===== src/rtl/tick_timer_pkg.sv =====
package tick_timer_pkg;
    typedef enum logic [1:0] {
        TT_IDLE     = 2'd0,
        TT_FIRST    = 2'd1,
        TT_PERIODIC = 2'd2
    } tt_state_e;
endpackage


===== src/rtl/tick_timer_fsm.sv =====
module tick_timer_fsm
    import tick_timer_pkg::*;
#(
    parameter int EVT_W = 32
) (
    input  logic             clk,
    input  logic             rst_n,
    input  logic             install,
    input  logic             iv_zero,
    input  logic             us_tick,
    input  logic             at_end,
    output tt_state_e        state,
    output logic             expire,
    output logic             raise,
    output logic [EVT_W-1:0] evt_count
);
    tt_state_e state_nx;

    assign expire = (state != TT_IDLE) && us_tick && at_end && !install;

    always_comb begin
        state_nx = state;
        unique case (state)
            TT_IDLE:     if (install) state_nx = iv_zero ? TT_IDLE : TT_FIRST;
            TT_FIRST:    if (install) state_nx = iv_zero ? TT_IDLE : TT_FIRST;
                         else if (expire) state_nx = TT_PERIODIC;
            TT_PERIODIC: if (install) state_nx = iv_zero ? TT_IDLE : TT_FIRST;
            default:     state_nx = TT_IDLE;
        endcase
    end

    // state register
    always_ff @(posedge clk) begin
        if (!rst_n) state <= TT_IDLE;
        else        state <= state_nx;
    end

    // outputs: raise pulse and event counter
    always_ff @(posedge clk) begin
        if (!rst_n) begin
            raise     <= 1'b0;
            evt_count <= '0;
        end else begin
            raise <= expire;
            if (expire) evt_count <= evt_count + 1'b1;
        end
    end

    AST_IDLE_SILENT: assert property (@(posedge clk) disable iff (!rst_n)
        (state == TT_IDLE) |=> !raise);
    AST_COUNT_STEP: assert property (@(posedge clk) disable iff (!rst_n)
        raise |-> (evt_count == EVT_W'($past(evt_count) + 1'b1)));
    AST_COUNT_HOLD: assert property (@(posedge clk) disable iff (!rst_n)
        !raise |-> $stable(evt_count));
endmodule


===== src/rtl/tick_timer_down.sv =====
module tick_timer_down #(
    parameter int CNT_W = 32
) (
    input  logic             clk,
    input  logic             rst_n,
    input  logic             load,
    input  logic [CNT_W-1:0] load_val,
    input  logic             dec,
    output logic [CNT_W-1:0] left,
    output logic             at_end
);
    localparam logic [CNT_W-1:0] ONE = CNT_W'(1);

    assign at_end = (left <= ONE);

    always_ff @(posedge clk) begin
        if (!rst_n)   left <= '0;
        else if (load) left <= load_val;
        else if (dec && !at_end) left <= left - ONE;
    end
endmodule


===== src/rtl/tick_timer_clamp.sv =====
module tick_timer_clamp #(
    parameter int CNT_W = 32
) (
    input  logic [CNT_W-1:0] left,
    input  logic [CNT_W-1:0] limit,
    output logic [CNT_W-1:0] shown
);
    always_comb shown = (left > limit) ? limit : left;
endmodule


===== src/rtl/tick_timer.sv =====
module tick_timer
    import tick_timer_pkg::*;
#(
    parameter int CNT_W = 32,
    parameter int EVT_W = 32
) (
    input  logic             clk,
    input  logic             rst_n,
    input  logic             install,
    input  logic [CNT_W-1:0] install_interval,
    input  logic [CNT_W-1:0] install_left,
    input  logic             us_tick,
    output logic             clk_raise,
    output logic             started,
    output logic [CNT_W-1:0] remaining,
    output logic [EVT_W-1:0] expiry_count
);
    tt_state_e        state;
    logic             expire;
    logic             at_end;
    logic [CNT_W-1:0] interval_q;
    logic [CNT_W-1:0] left;
    logic [CNT_W-1:0] load_val;

    always_ff @(posedge clk) begin
        if (!rst_n)       interval_q <= '0;
        else if (install) interval_q <= install_interval;
    end

    assign started  = (state != TT_IDLE);
    assign load_val = install ? install_left : interval_q;

    tick_timer_fsm #(.EVT_W(EVT_W)) u_fsm (
        .clk       (clk),
        .rst_n     (rst_n),
        .install   (install),
        .iv_zero   (install_interval == '0),
        .us_tick   (us_tick),
        .at_end    (at_end),
        .state     (state),
        .expire    (expire),
        .raise     (clk_raise),
        .evt_count (expiry_count)
    );

    tick_timer_down #(.CNT_W(CNT_W)) u_down (
        .clk      (clk),
        .rst_n    (rst_n),
        .load     (install || expire),
        .load_val (load_val),
        .dec      (us_tick && started),
        .left     (left),
        .at_end   (at_end)
    );

    tick_timer_clamp #(.CNT_W(CNT_W)) u_clamp (
        .left  (left),
        .limit (interval_q),
        .shown (remaining)
    );

    AST_INSTALL_START: assert property (@(posedge clk) disable iff (!rst_n)
        (install && install_interval != '0) |=> (started && !clk_raise));
    AST_INSTALL_STOP: assert property (@(posedge clk) disable iff (!rst_n)
        (install && install_interval == '0) |=> (!started && remaining == '0));
    AST_NO_TICK_HOLD: assert property (@(posedge clk) disable iff (!rst_n)
        (!install && !us_tick) |=> ($stable(remaining) && $stable(started) && !clk_raise));
    AST_CLAMPED: assert property (@(posedge clk) disable iff (!rst_n)
        remaining <= interval_q);
endmodule


===== config.mk =====
export PLATFORM = sky130hd
export DESIGN_NAME = tick_timer
export DESIGN_NICKNAME = d
export VERILOG_FILES = /design/src/rtl/tick_timer_pkg.sv /design/src/rtl/tick_timer_fsm.sv /design/src/rtl/tick_timer_down.sv /design/src/rtl/tick_timer_clamp.sv /design/src/rtl/tick_timer.sv
export SDC_FILE = /design/constraint.sdc
export NUM_CORES = 1
export LEC_CHECK = 0
export BUFFER_PORTS_ARGS = -buffer_cell sky130_fd_sc_hd__buf_4
export CAP_MARGIN = 25
export CORE_UTILIZATION = 56
export DETAILED_ROUTE_END_ITERATION = 16
export PLACE_DENSITY = 0.85
export SYNTH_ARGS = -nofsm -noshare
export SYNTH_HDL_FRONTEND = slang
export SYNTH_SLANG_ARGS = --single-unit

===== constraint.sdc =====
create_clock -name clk -period 3.8 [get_ports clk]
set_input_delay 0.76 -clock clk [delete_from_list [all_inputs] [get_ports clk]]
set_output_delay 0.76 -clock clk [all_outputs]
set_load 0.01 [all_outputs]

## Word level (Yosys, flattened, before mapping)

Cells that the tools add are included.

- Logic and storage cells: 35
- Latch bits: 0
- Bits of input ports: 68
- Register bits: 99
- Memory bits (writable): 0
- Memories: 0
- Output and inout bits: 66
- ROM bits: 0

- Divide/modulo/power cells: 0
- Multiplexer cells: 9
- Shifts and indexed selects: 0
- Multipliers: 0
- Bitwise operators: 0
- Add/subtract/negate cells: 2
- Magnitude comparators: 2
- Reduce and logical (&&, ||, !) cells: 13
- Eq/ne operators: 4

Operators by type and width:

| kind | count |
|---|---|
| 32-bit two-way mux | 4 |
| 32-bit by 1-bit adder with 32-bit output (second input constant) | 1 |
| 32-bit > comparator | 1 |
| 32-bit by 1-bit <= comparator with 1-bit output (second input constant) | 1 |
| 32-bit logical NOT | 1 |
| 32-bit by 1-bit subtractor with 32-bit output (second input constant) | 1 |
| 2-bit two-way mux | 3 |
| 1-bit logical AND | 4 |
| 2-bit case mux with 2 select lines | 1 |
| 2-bit nonzero test | 2 |
| 3-bit inequality test (second input constant) | 1 |
| 2-bit by 1-bit equality test with 1-bit output (second input constant) | 1 |
| 2-bit equality test (second input constant) | 1 |
| 1-bit logical NOT | 2 |
| 2-bit logical NOT | 1 |
| 2-bit by 1-bit inequality test with 1-bit output (second input constant) | 1 |
| 2-bit AND reduction | 1 |
| 2-bit OR reduction | 1 |
| 1-bit logical OR | 1 |
| 1-bit two-way mux | 1 |

## Longest topological paths before layout

Gate-level depths: netlist (run 1).

- Depth after elaboration: 7
- Depth in mapped cells: 9
- Mapped depth without buffers: 8

## Hierarchy

Synthesis (run 1) repeated with hierarchy kept, for this count alone.

- Cell total of the unflattened synthesis: 808
- Area, all modules: 7059.3 um^2

Modules (own cells, without submodules):

| module | area an instance (um^2) | times used | cells each |
|---|---|---|---|
| tick_timer | 2014.4 | 1 | 220 |
| tick_timer_down | 1988.2 | 1 | 241 |
| tick_timer_fsm | 1717.9 | 1 | 199 |
| tick_timer_clamp | 1338.8 | 1 | 148 |

## Worst setup path after synthesis (run 1)

No wires, ideal clock.

- Path type: reg2out
- From: register u_down.left[10]
- To: output port remaining[26]
- Cell stages (with the launch flop): 9
- Arrival: 2470 ps
- Buffers on the path: 1
- Setup slack: 570 ps
- Required time: 3040 ps
- Cells stage by stage: dfxtp_1 > ha_1 > nand4_1 > nor2_1 > a221o_1 > o311ai_0 > a21boi_1 > buf_2 > mux2_2

- Word-level cells in the longest chain between the ends: 2

RTL lines:

| element | RTL line | RTL |
|---|---|---|
| from (decl) | tick_timer_down.sv:9 | `output logic [CNT_W-1:0] left,` |
| from (signal assigned) | tick_timer_down.sv:18 | `else if (load) left <= load_val;` |
| from (signal assigned) | tick_timer_down.sv:19 | `else if (dec && !at_end) left <= left - ONE;` |
| 32-bit > comparator | tick_timer_clamp.sv:8 | `always_comb shown = (left > limit) ? limit : left;` |
| 32-bit two-way mux | tick_timer_clamp.sv:8 |  |
| to (decl) | tick_timer.sv:15 | `output logic [CNT_W-1:0] remaining,` |

Every way passes these cells.

## Worst setup path after layout (run 1)

- From: register interval_q[2]
- To: output port remaining[5]

- Word-level cells in the longest chain between the ends: 2

RTL lines:

| element | RTL line | RTL |
|---|---|---|
| from (decl) | tick_timer.sv:21 | `logic [CNT_W-1:0] interval_q;` |
| from (signal assigned) | tick_timer.sv:27 | `else if (install) interval_q <= install_interval;` |
| 32-bit > comparator | tick_timer_clamp.sv:8 |  |
| 32-bit two-way mux | tick_timer_clamp.sv:8 |  |

Every way passes these cells.

==> metrics, run 1 <==
outcome=finished with violations; failing checks=setup timing; WL/cell=approximately 21 µm; first-pass GRT wire length=about 31 mm; final period utilization=1.02; Period minus WS final=between 3 and 4 ns; Pwr Density=roughly 380 nW/µm²; Initial Util=0.573; worst path bufs/invs=4; Root Buffer=clkbuf_16; vias in the first global route=roughly 6300; Worst slew margin=0.441; RSZ-0062 raised after global routing=true; Max Cap Viol=0; routability cong.=between 0.9 and 1; worst-margin pin slew=about 0.84 ns; post-synthesis async set-or-reset flop share=0; TritonCTS Sinks=99; clk_skew=0.0136 ns; drt first pass iters=7; CTS buffer count=9; total grt overflow=0; Critical Path Slowest Stage Cell=dfxtp_4; critical path class=flop to output pin; sequential share of power=0.369; Final Max Slew Viols=0; FF/Latch Area=between 2000 and 2500 µm²; DR vias=7155; initial drt markers=~1000; crit-path leading delay family=simple AND/OR/NAND/NOR gates; full die area=between 10000 and 15000 µm²; Die W=~110 µm; setup ws final=-0.0881 ns; CP Capture Type=output pin; largest net degree at the start of global routing=54; number of port buffers=between 100 and 150; setup TNS=-1.47 ns; most common cell after layout, fill and taps aside=buf_4; Mapped Cells=800; Post-Syn Nets=903; initial antenna violation count=1; DRC viols=0; Cell Area, Synth=about 6500 µm²; Final Hold Fails=0; clock-pin slew on the worst setup and hold paths=~0.07 ns; n_diodes=0; dpl ws=~0.3 ns; sequential fraction of the synthesis area=0.304; critical path arrival=3.13 ns; Layout area overhead=28.7%; Hold Worst Slack=roughly 0.50 ns; Multi-input gate area=around 4400 µm²; sw power=0.00103 W; clock buffer depth=2; sw frac=0.328; Post-synth top flop=dfxtp_1; #FFs+latches synth=between 90 and 100; EDFF count, synth=0; IO Count=134; die span in y=about 110 µm; Nets=between 1000 and 1500; Worst Path Max Fanout=6; Worst Hold Class=flop to flop; final WL=between 20 and 25 mm; htree depth=3; worst-skew pair later-pin latency=between 0.3 and 0.4 ns; Filler cells=a little over 800; detailed placer's ending HPWL=13.8 mm; maximum vdd ir drop=0.217 mV; Unique masters post-synth=between 60 and 70; CP required=3.04 ns; achievable clock frequency=~0.26 GHz; Comb power frac=0.299; vias per cell=approximately 6.6; total track usage=0.339; CP Launch Type=flop; Synth warnings=0; crit path cell chain=inv_1, ha_1, nand4_1, buf_4, nor4_1, nand2_1, a21boi_4, clkbuf_16, mux2_2, buf_4; Leak=approximately 3.4 nW; power share of the clock group=0.332; syn_area_per_cell=about 8 µm²; Core ar.=approximately 11000 µm²; CTS tree=yes; site row count=39; proportion of layout cells with a drive suffix above 1=0.313; most used cell, CP=buf_4; CP peak stage delay=a little under 0.4 ns; commonest non-fill, non-tap cells in the layout=buf_4, nor2_1, dfxtp_1; Final Setup Violations=29; Pint=0.00212 W; ANT nets after route=0; # hold bufs at CTS=0
## stage by stage
step | cell area (µm²) | power, W | utilization | cells
after floorplan | 6510 | 0.00163 | - | 800
after global placement | 7650 | 0.00192 | 0.672 | 1052
after detailed placement | 7650 | 0.00194 | 0.672 | 1052
after CTS | 7990 | 0.00297 | 0.703 | 1068
after global routing | 8380 | 0.00325 | 0.737 | 1080
final | 8380 | 0.00315 | 0.737 | 1080
## layout make-up
type                       instances  area share
inverter                          51      0.0228
clock buffer                       9      0.0269
timing repair buffer             162       0.152
tap                              143      0.0213
sequential                        99       0.244
multi-input combinational        609       0.521
clock inverter                     7      0.0130
## kinds of logic (layout without fill, tap and decap cells)
| group | Yosys count | in the layout | synth area share |
|---|---|---|---|
| simple gates | 304 | 304 | 0.250 |
| compound gates | 174 | 174 | 0.172 |
| flops | 99 | 99 | 0.304 |
| buf+inv | 92 | 229 | 0.0595 |
| mux | 68 | 68 | 0.110 |
| fa+ha+maj | 35 | 35 | 0.0672 |
| xor+xnor | 28 | 28 | 0.0376 |
## registers in the layout, summed over array words and instances (netlist names)
name,flops
interval_q,32
u_down.left,32
u_fsm.state,2
u_fsm.evt_count,32
u_fsm.raise,1
## final timing paths
kind | slack (ns) | startpoint | endpoint | cells after the start
worst max-delay path | -0.09 | interval_q[2] | remaining[5] | 10
worst min-delay path | 0.50 | interval_q[8] | interval_q[8] | 2
worst max register to register | 0.61 | u_down.left[20] | u_down.left[13] | 6
worst min register to register | 0.50 | interval_q[8] | interval_q[8] | 2
## worst reg2reg max path, cell delays in order, from the launching register on
cell and delay [ns]:
dfxtp_1 0.41, nor4_1 0.67, nand4_1 0.34, nor3_2 0.70, buf_4 0.35, nor3_1 0.08, o41ai_1 0.48
## synthesized netlist by cell type, types with 7 or more instances
library cell  number  area [µm²]
nor2_1           100         375
dfxtp_1           99        1980
a21oi_1           64         320
nand2_1           59         221
inv_1             51         191
mux2i_1           41         410
ha_1              35         438
o21ai_0           30         150
mux2_2            27         304
clkbuf_1          26        97.6
nand3_1           26         130
nor3_1            26         130
xnor2_1           25         219
nor4_1            19         119
nand4_1           14        87.6
nor3_2            14         140
or3_1             11        68.8
a211oi_1           8        60.1
a31oi_1            8        50.1
o211ai_1           8        60.1
buf_2              7        35.0
## power by group through the flow
stage | Clock, W | Sequential, W | Combinational [W]
global route | 0.00109 | 0.00117 | 0.000988
finish | 0.00105 | 0.00116 | 0.000944
CTS | 0.00104 | 0.00115 | 0.000778
global placement | 0 | 0.00117 | 0.000748
detailed placement | 0 | 0.00117 | 0.000765
floorplan | 0 | 0.00115 | 0.000477
## per-layer routing
metal  part of all wire  global-route usage  vias to the layer above  wire [µm]
met5            0.00058                   0                        -         13
met4              0.048               0.137                        2       1070
met3               0.13              0.0824                      144       2880
met2               0.44               0.540                      568       9940
met1               0.38               0.436                     3266       8480
li1                   -                   -                     3175          -
## timing repair
| item | CTS | global route |
|---|---|---|
| endpoints found under the setup margin | 28 | 32 |
| gates cloned | 0 | 3 |
| setup buffers | 0 | 9 |
| pin swaps | 0 | 18 |
| gates resized for setup | 5 | 68 |
Note: power is estimated with default switching activity, not from simulation.
==> inputs of run 2 (changes only) <==
--- a/config.mk
+++ b/config.mk
@@ -7,9 +7,9 @@
 export LEC_CHECK = 0
 export BUFFER_PORTS_ARGS = -buffer_cell sky130_fd_sc_hd__buf_4
 export CAP_MARGIN = 25
-export CORE_UTILIZATION = 56
+export CORE_UTILIZATION = 30
 export DETAILED_ROUTE_END_ITERATION = 16
-export PLACE_DENSITY = 0.85
+export PLACE_DENSITY = 0.53
 export SYNTH_ARGS = -nofsm -noshare
 export SYNTH_HDL_FRONTEND = slang
 export SYNTH_SLANG_ARGS = --single-unit
==> metrics, run 2 (synthesized netlist as in run 1, its figures left out) <==
total track usage=0.212 (-0.127); power share of the clock group=0.299 (-0.033); IO Count=134 (unchanged); CP required=3.04 ns (about the same); detailed placer's ending HPWL=16.7 mm (+21%); Final Setup Violations=0 (-100%); crit path cell chain=inv_1, ha_1, nand4_1, nor4_4, nand2_1, a21boi_4, buf_12, buf_12, mux2i_1, buf_4; maximum vdd ir drop=0.189 mV (-13%); number of port buffers=133 (unchanged); Highest Signal Layer=met4; worst-case reg-to-reg path depth=7 (+1); TritonCTS Sinks=99 (unchanged); Final Util=0.402 (-0.335); WL met2=10.6 mm (+7.0%); sw frac=0.334 (+0.00560); Worst Hold Path EP=interval_q[15]; clock buffer depth=2 (unchanged); vias per cell=5.31 (-20%); Critical Path Slowest Stage Cell=dfxtp_1; CTS tree=yes; Die W=149 µm (+36%); critical path class=flop to output pin; initial antenna violation count=0 (-1); Pwr Density=352 nW/µm² (-6.5%); DRC viols=0 (unchanged); Initial Util=0.308 (-0.265); critical path arrival=2.97 ns (-0.16 ns); Largest regs=interval_q (32), u_down.left (32), u_fsm.evt_count (32); full die area=22300 µm² (+85%); Period minus WS final=3.73 ns (-0.157 ns); Final Max Slew Viols=0 (unchanged); worst-skew pair later-pin latency=0.36 ns (about the same); sw power=0.000999 W (-3.5%); crit-path leading delay family=simple AND/OR/NAND/NOR gates; CP peak stage delay=0.42 ns (+0.03 ns); clock-pin slew on the worst setup and hold paths=0.08 ns (about the same); outcome=finished clean; Worst slew margin=0.406 (-0.0344); CP Capture Type=output pin; Leak=3.48 nW (+1.1%); largest net degree at the start of global routing=74 (+37%); n_diodes=0 (unchanged); CP Launch Point=interval_q[29]; capture point of the worst reg-to-reg path=u_down.left[20]; cell depth of the worst min-delay path=2 (unchanged); die span in y=149 µm (+36%); Root Buffer=clkbuf_16; DR vias=6516 (-8.9%); total grt overflow=0 (unchanged); proportion of layout cells with a drive suffix above 1=0.304 (-0.00881); Filler cells=2170 (+170%); routability cong.=0.835 (-7.4%); worst-margin pin slew=0.887 ns (+0.0514 ns); drt first pass iters=5 (-2); most common cell after layout, fill and taps aside=buf_4; Nets=1049 (+1.4%); CP Launch Type=flop; worst path bufs/invs=4 (unchanged); WL met1=11.1 mm (+31%); final period utilization=0.982 (-0.0412); ANT nets after route=0 (unchanged); final WL=23.4 mm (+4.8%); Worst Path Max Fanout=8 (+2); R2R Setup Slk=0.84 ns (+0.23 ns); Max Cap Viol=0 (unchanged); initial drt markers=472 (-54%); Pint=0.00200 W (-5.9%); # hold bufs at CTS=0 (unchanged); site row count=53 (+36%); CTS buffer count=9 (unchanged); Comb power frac=0.317 (+0.018); Layout area overhead=30.7%; Area after DPL=7950 µm² (+4.0%); worst r2r src=u_down.left[16]; clk_skew=0.0137 ns (+0.0000286 ns); achievable clock frequency=0.268 GHz (+4.2%); WL met3=1.30 mm (-55%); Post-Layout Inst Area=8510 µm² (+1.5%); sequential share of power=0.384 (+0.015); WL/cell=19.1 µm (-7.7%); most used cell, CP=buf_12; htree depth=3 (unchanged); PnR Total Power=0.00299 W (-5.1%); Core ar.=21200 µm² (+86%); vias in the first global route=6237 (-0.24%); Worst Hold Class=flop to flop; first-pass GRT wire length=36.1 mm (+15%); Hold Crit Start=interval_q[15]; Final Hold Fails=0 (unchanged); commonest non-fill, non-tap cells in the layout=buf_4, nor2_1, dfxtp_1
run 2: cell types whose count changed in the layout (fill, tap and decap cells not counted), moves of 5 or more:
cell / previous run / this run
ha_4: 11 / 5
dfxtp_1: 67 / 72
dfxtp_2: 24 / 19
buf_4: 157 / 170
ha_1: 24 / 30
run 2: per-stage QoR:
step                      std cells  TNS [ns]  worst slack [ns]  hold WS, ns
after CTS                      1219  -0.00110          -0.00110        0.507
after detailed placement       1200         0             0.305        0.493
after floorplan                 800         0             0.570        0.460
after global placement         1200         0             0.382        0.477
after global routing           1226     -1.01           -0.0514        0.538
final                          1226         0            0.0686        0.486
run 2: what timing repair did:
| item | 4_1_cts | 5_1_grt |
|---|---|---|
| setup endpoints to repair | 29 | 31 |
| buffers inserted | 2 | 6 |
| gates cloned | 1 | 1 |
| gates resized for setup | 15 | 39 |
| pin swaps | 4 | 12 |
run 2: worst min-delay path, stage by stage (launching register included):
cell     delay (ns)
dfxtp_2        0.32
mux2i_1        0.06
nor2_1         0.07
run 2: worst max path at each step:
stage               slack, ns             to  cells after the start
floorplan                0.57  remaining[26]                      8
global placement         0.38  remaining[31]                      9
detailed placement       0.30  remaining[31]                      9
CTS                    -0.001   remaining[9]                     10
global route            -0.05   remaining[8]                     10
finish                   0.07   remaining[4]                     10
run 2: power by group through the flow:
stage	sequential [W]	clock [W]	combinational [W]
after global routing	0.00116	0.000963	0.00102
after detailed placement	0.00117	0	0.000828
after floorplan	0.00115	0	0.000477
final	0.00115	0.000895	0.000948
after global placement	0.00117	0	0.000824
after CTS	0.00115	0.000911	0.000885
run 2: routing by layer:
metal,GRT usage,vias up
li1,-,3205
met1,0.292,3093
met2,0.336,191
met3,0.0394,27
met4,0.0577,0
met5,0,-
run 2: layout make-up:
| type | count | area [µm²] | area share |
|---|---|---|---|
| multi-input cells | 609 | 4260 | 0.500 |
| clock buffers | 9 | 225 | 0.0265 |
| clock inverters | 7 | 51.3 | 0.00603 |
| repair buffers | 176 | 1410 | 0.165 |
| inverters | 51 | 191 | 0.0225 |
| well taps | 275 | 344 | 0.0404 |
| flip-flops and latches | 99 | 2040 | 0.239 |
==> inputs of run 3 (changes only) <==
--- a/config.mk
+++ b/config.mk
@@ -6,10 +6,10 @@
 export NUM_CORES = 1
 export LEC_CHECK = 0
 export BUFFER_PORTS_ARGS = -buffer_cell sky130_fd_sc_hd__buf_4
-export CAP_MARGIN = 25
 export CORE_UTILIZATION = 30
 export DETAILED_ROUTE_END_ITERATION = 16
-export PLACE_DENSITY = 0.53
+export PLACE_DENSITY = 0.52
+export SETUP_SLACK_MARGIN = 0.2
 export SYNTH_ARGS = -nofsm -noshare
 export SYNTH_HDL_FRONTEND = slang
 export SYNTH_SLANG_ARGS = --single-unit
==> metrics, run 3 (synthesized netlist as in run 1, its figures left out) <==
R2R Setup Slk=0.76 ns (-0.08 ns); FF/Latch Area=2040 µm² (+0.43%); critical path class=flop to output pin; WL/cell=19.6 µm (+2.3%); worst-margin pin slew=0.932 ns (+0.0450 ns); commonest non-fill, non-tap cells in the layout=buf_4, nor2_1, dfxtp_1; outcome=finished clean; # hold bufs at CTS=0 (unchanged); Period minus WS final=3.65 ns (-0.0831 ns); setup ws final=0.152 ns (+0.0831 ns); most used cell, CP=buf_6; CP Capture Type=output pin; htree depth=3 (unchanged); Area after DPL=7930 µm² (-0.31%); vias per cell=5.41 (+1.7%); DR vias=6646 (+2.0%); initial antenna violation count=0 (unchanged); CTS buffer count=9 (unchanged); first-pass GRT wire length=35.9 mm (-0.48%); CP Launch Type=flop; RSZ-0062 raised after global routing=true; Critical Path End=remaining[2]; sequential share of power=0.356 (-0.028); setup TNS=0 ns (unchanged); largest net degree at the start of global routing=47 (-36%); Nets=1052 (+0.29%); maximum vdd ir drop=0.213 mV (+13%); Final Hold Fails=0 (unchanged); Die W=149 µm (unchanged); IO Count=134 (unchanged); Final Max Slew Viols=0 (unchanged); die span in y=149 µm (unchanged); Filler cells=2131 (-1.8%); vias in the first global route=6173 (-1.0%); total track usage=0.212 (+0.000249); clock-pin slew on the worst setup and hold paths=0.08 ns (about the same); Layout area overhead=36.6%; total grt overflow=0 (unchanged); Pint=0.00217 W (+8.5%); CTS tree=yes; proportion of layout cells with a drive suffix above 1=0.331 (+0.0273); CP Launch Point=interval_q[6]; n_diodes=0 (unchanged); DRC viols=0 (unchanged); Largest regs=interval_q (32), u_down.left (32), u_fsm.evt_count (32); Root Buffer=clkbuf_16; Worst Hold Class=flop to flop; most common cell after layout, fill and taps aside=buf_4; Worst Path Max Fanout=6 (-2); Multi-input gate area=4430 µm² (+4.1%); site row count=53 (unchanged); detailed placer's ending HPWL=16.8 mm (+0.36%); crit path cell chain=inv_1, ha_1, nand4_1, or4_1, o311ai_1, a21boi_4, buf_6, clkbuf_16, mux2_4, buf_6; Pwr Density=364 nW/µm² (+3.5%); Post-Layout Inst Area=8890 µm² (+4.5%); CP required=3.04 ns (about the same); sw frac=0.331 (-0.00214); Comb power frac=0.335 (+0.018); dpl ws=0.285 ns (-0.0193 ns); Max Cap Viol=0 (unchanged); full die area=22300 µm² (unchanged); achievable clock frequency=0.274 GHz (+2.3%); Core ar.=21200 µm² (unchanged); power share of the clock group=0.309 (+0.010); final period utilization=0.960 (-0.0219); drt first pass iters=5 (unchanged); critical path arrival=2.89 ns (-0.08 ns); TritonCTS Sinks=99 (unchanged); clk_skew=0.0145 ns (+0.000804 ns); worst-case reg-to-reg path depth=8 (+1); sw power=0.00107 W (+7.5%); clock buffer depth=2 (unchanged); Critical Path Slowest Stage Cell=or4_1; Worst slew margin=0.376 (-0.0301); Leak=3.63 nW (+4.2%); routability cong.=0.825 (-1.1%); Initial Util=0.308 (unchanged); CP peak stage delay=0.53 ns (+0.11 ns); initial drt markers=515 (+9.1%); worst r2r src=u_down.left[2]; Final Setup Violations=0 (unchanged); number of port buffers=133 (unchanged); worst-skew pair later-pin latency=0.37 ns (about the same); final WL=24.1 mm (+2.6%); ANT nets after route=0 (unchanged); capture point of the worst reg-to-reg path=u_down.left[20]
## run 3: changes by cell type in the layout (fill, tap and decap cells not counted), moves of 23 or more
cell    previous run  this run
buf_4            170       143
buf_6              1        28
mux2_2            26         3
mux2_4             1        24
## run 3: stage by stage
stage / cells / utilization / hold slack, ns / total power [W]
after floorplan: 800 / - / 0.460 / 0.00163
after global placement: 1195 / 0.375 / 0.473 / 0.00198
after detailed placement: 1195 / 0.375 / 0.488 / 0.00198
after CTS: 1221 / 0.398 / 0.502 / 0.00306
after global routing: 1229 / 0.420 / 0.544 / 0.00338
final: 1229 / 0.420 / 0.500 / 0.00324
## run 3: per-layer routing
layer | share of wire | vias to the layer above | track usage | routed length, µm
li1 | - | 3230 | - | -
met1 | 0.46 | 3156 | 0.298 | 11000
met2 | 0.45 | 229 | 0.326 | 10800
met3 | 0.072 | 31 | 0.0346 | 1740
met4 | 0.023 | 0 | 0.0735 | 548
met5 | 0 | - | 0 | 0
## run 3: repair_timing
item	in CTS	in global routing
cloned	1	3
setup endpoints to repair	32	32
gates resized for setup	36	94
buffers inserted	9	5
pin swaps	2	15
## run 3: critical path, delay by kind of cell (launching register included)
family	cells	cell delay [ns]
buf+inv	4	0.50
compound gates	2	0.38
simple gates	2	0.69
flops	1	0.35
mux	1	0.31
fa+ha+maj	1	0.30
## run 3: worst min path at each step
| stage | slack, ns | start | depth (start not counted) | to |
|---|---|---|---|---|
| after floorplan | 0.46 | interval_q[15] | 2 | interval_q[15] |
| after global placement | 0.47 | interval_q[4] | 2 | interval_q[4] |
| after detailed placement | 0.49 | interval_q[15] | 2 | interval_q[15] |
| after CTS | 0.50 | interval_q[13] | 2 | interval_q[13] |
| after global routing | 0.54 | interval_q[15] | 2 | interval_q[15] |
| final | 0.50 | interval_q[15] | 2 | interval_q[15] |
## run 3: layout make-up
type | count | area share
well taps | 275 | 0.0387
clock buffers | 9 | 0.0253
multi-input cells | 609 | 0.499
clock inverters | 7 | 0.00942
inverters | 51 | 0.0215
repair buffers | 179 | 0.177
flip-flops and latches | 99 | 0.230
## run 3: power groups by stage
stage                     combinational [W]  clock, W  sequential (W)
after CTS                          0.000888   0.00102         0.00115
after global placement             0.000813         0         0.00117
final                               0.00108   0.00100         0.00115
after detailed placement           0.000813         0         0.00117
after global routing                0.00116   0.00105         0.00116
after floorplan                    0.000477         0         0.00115
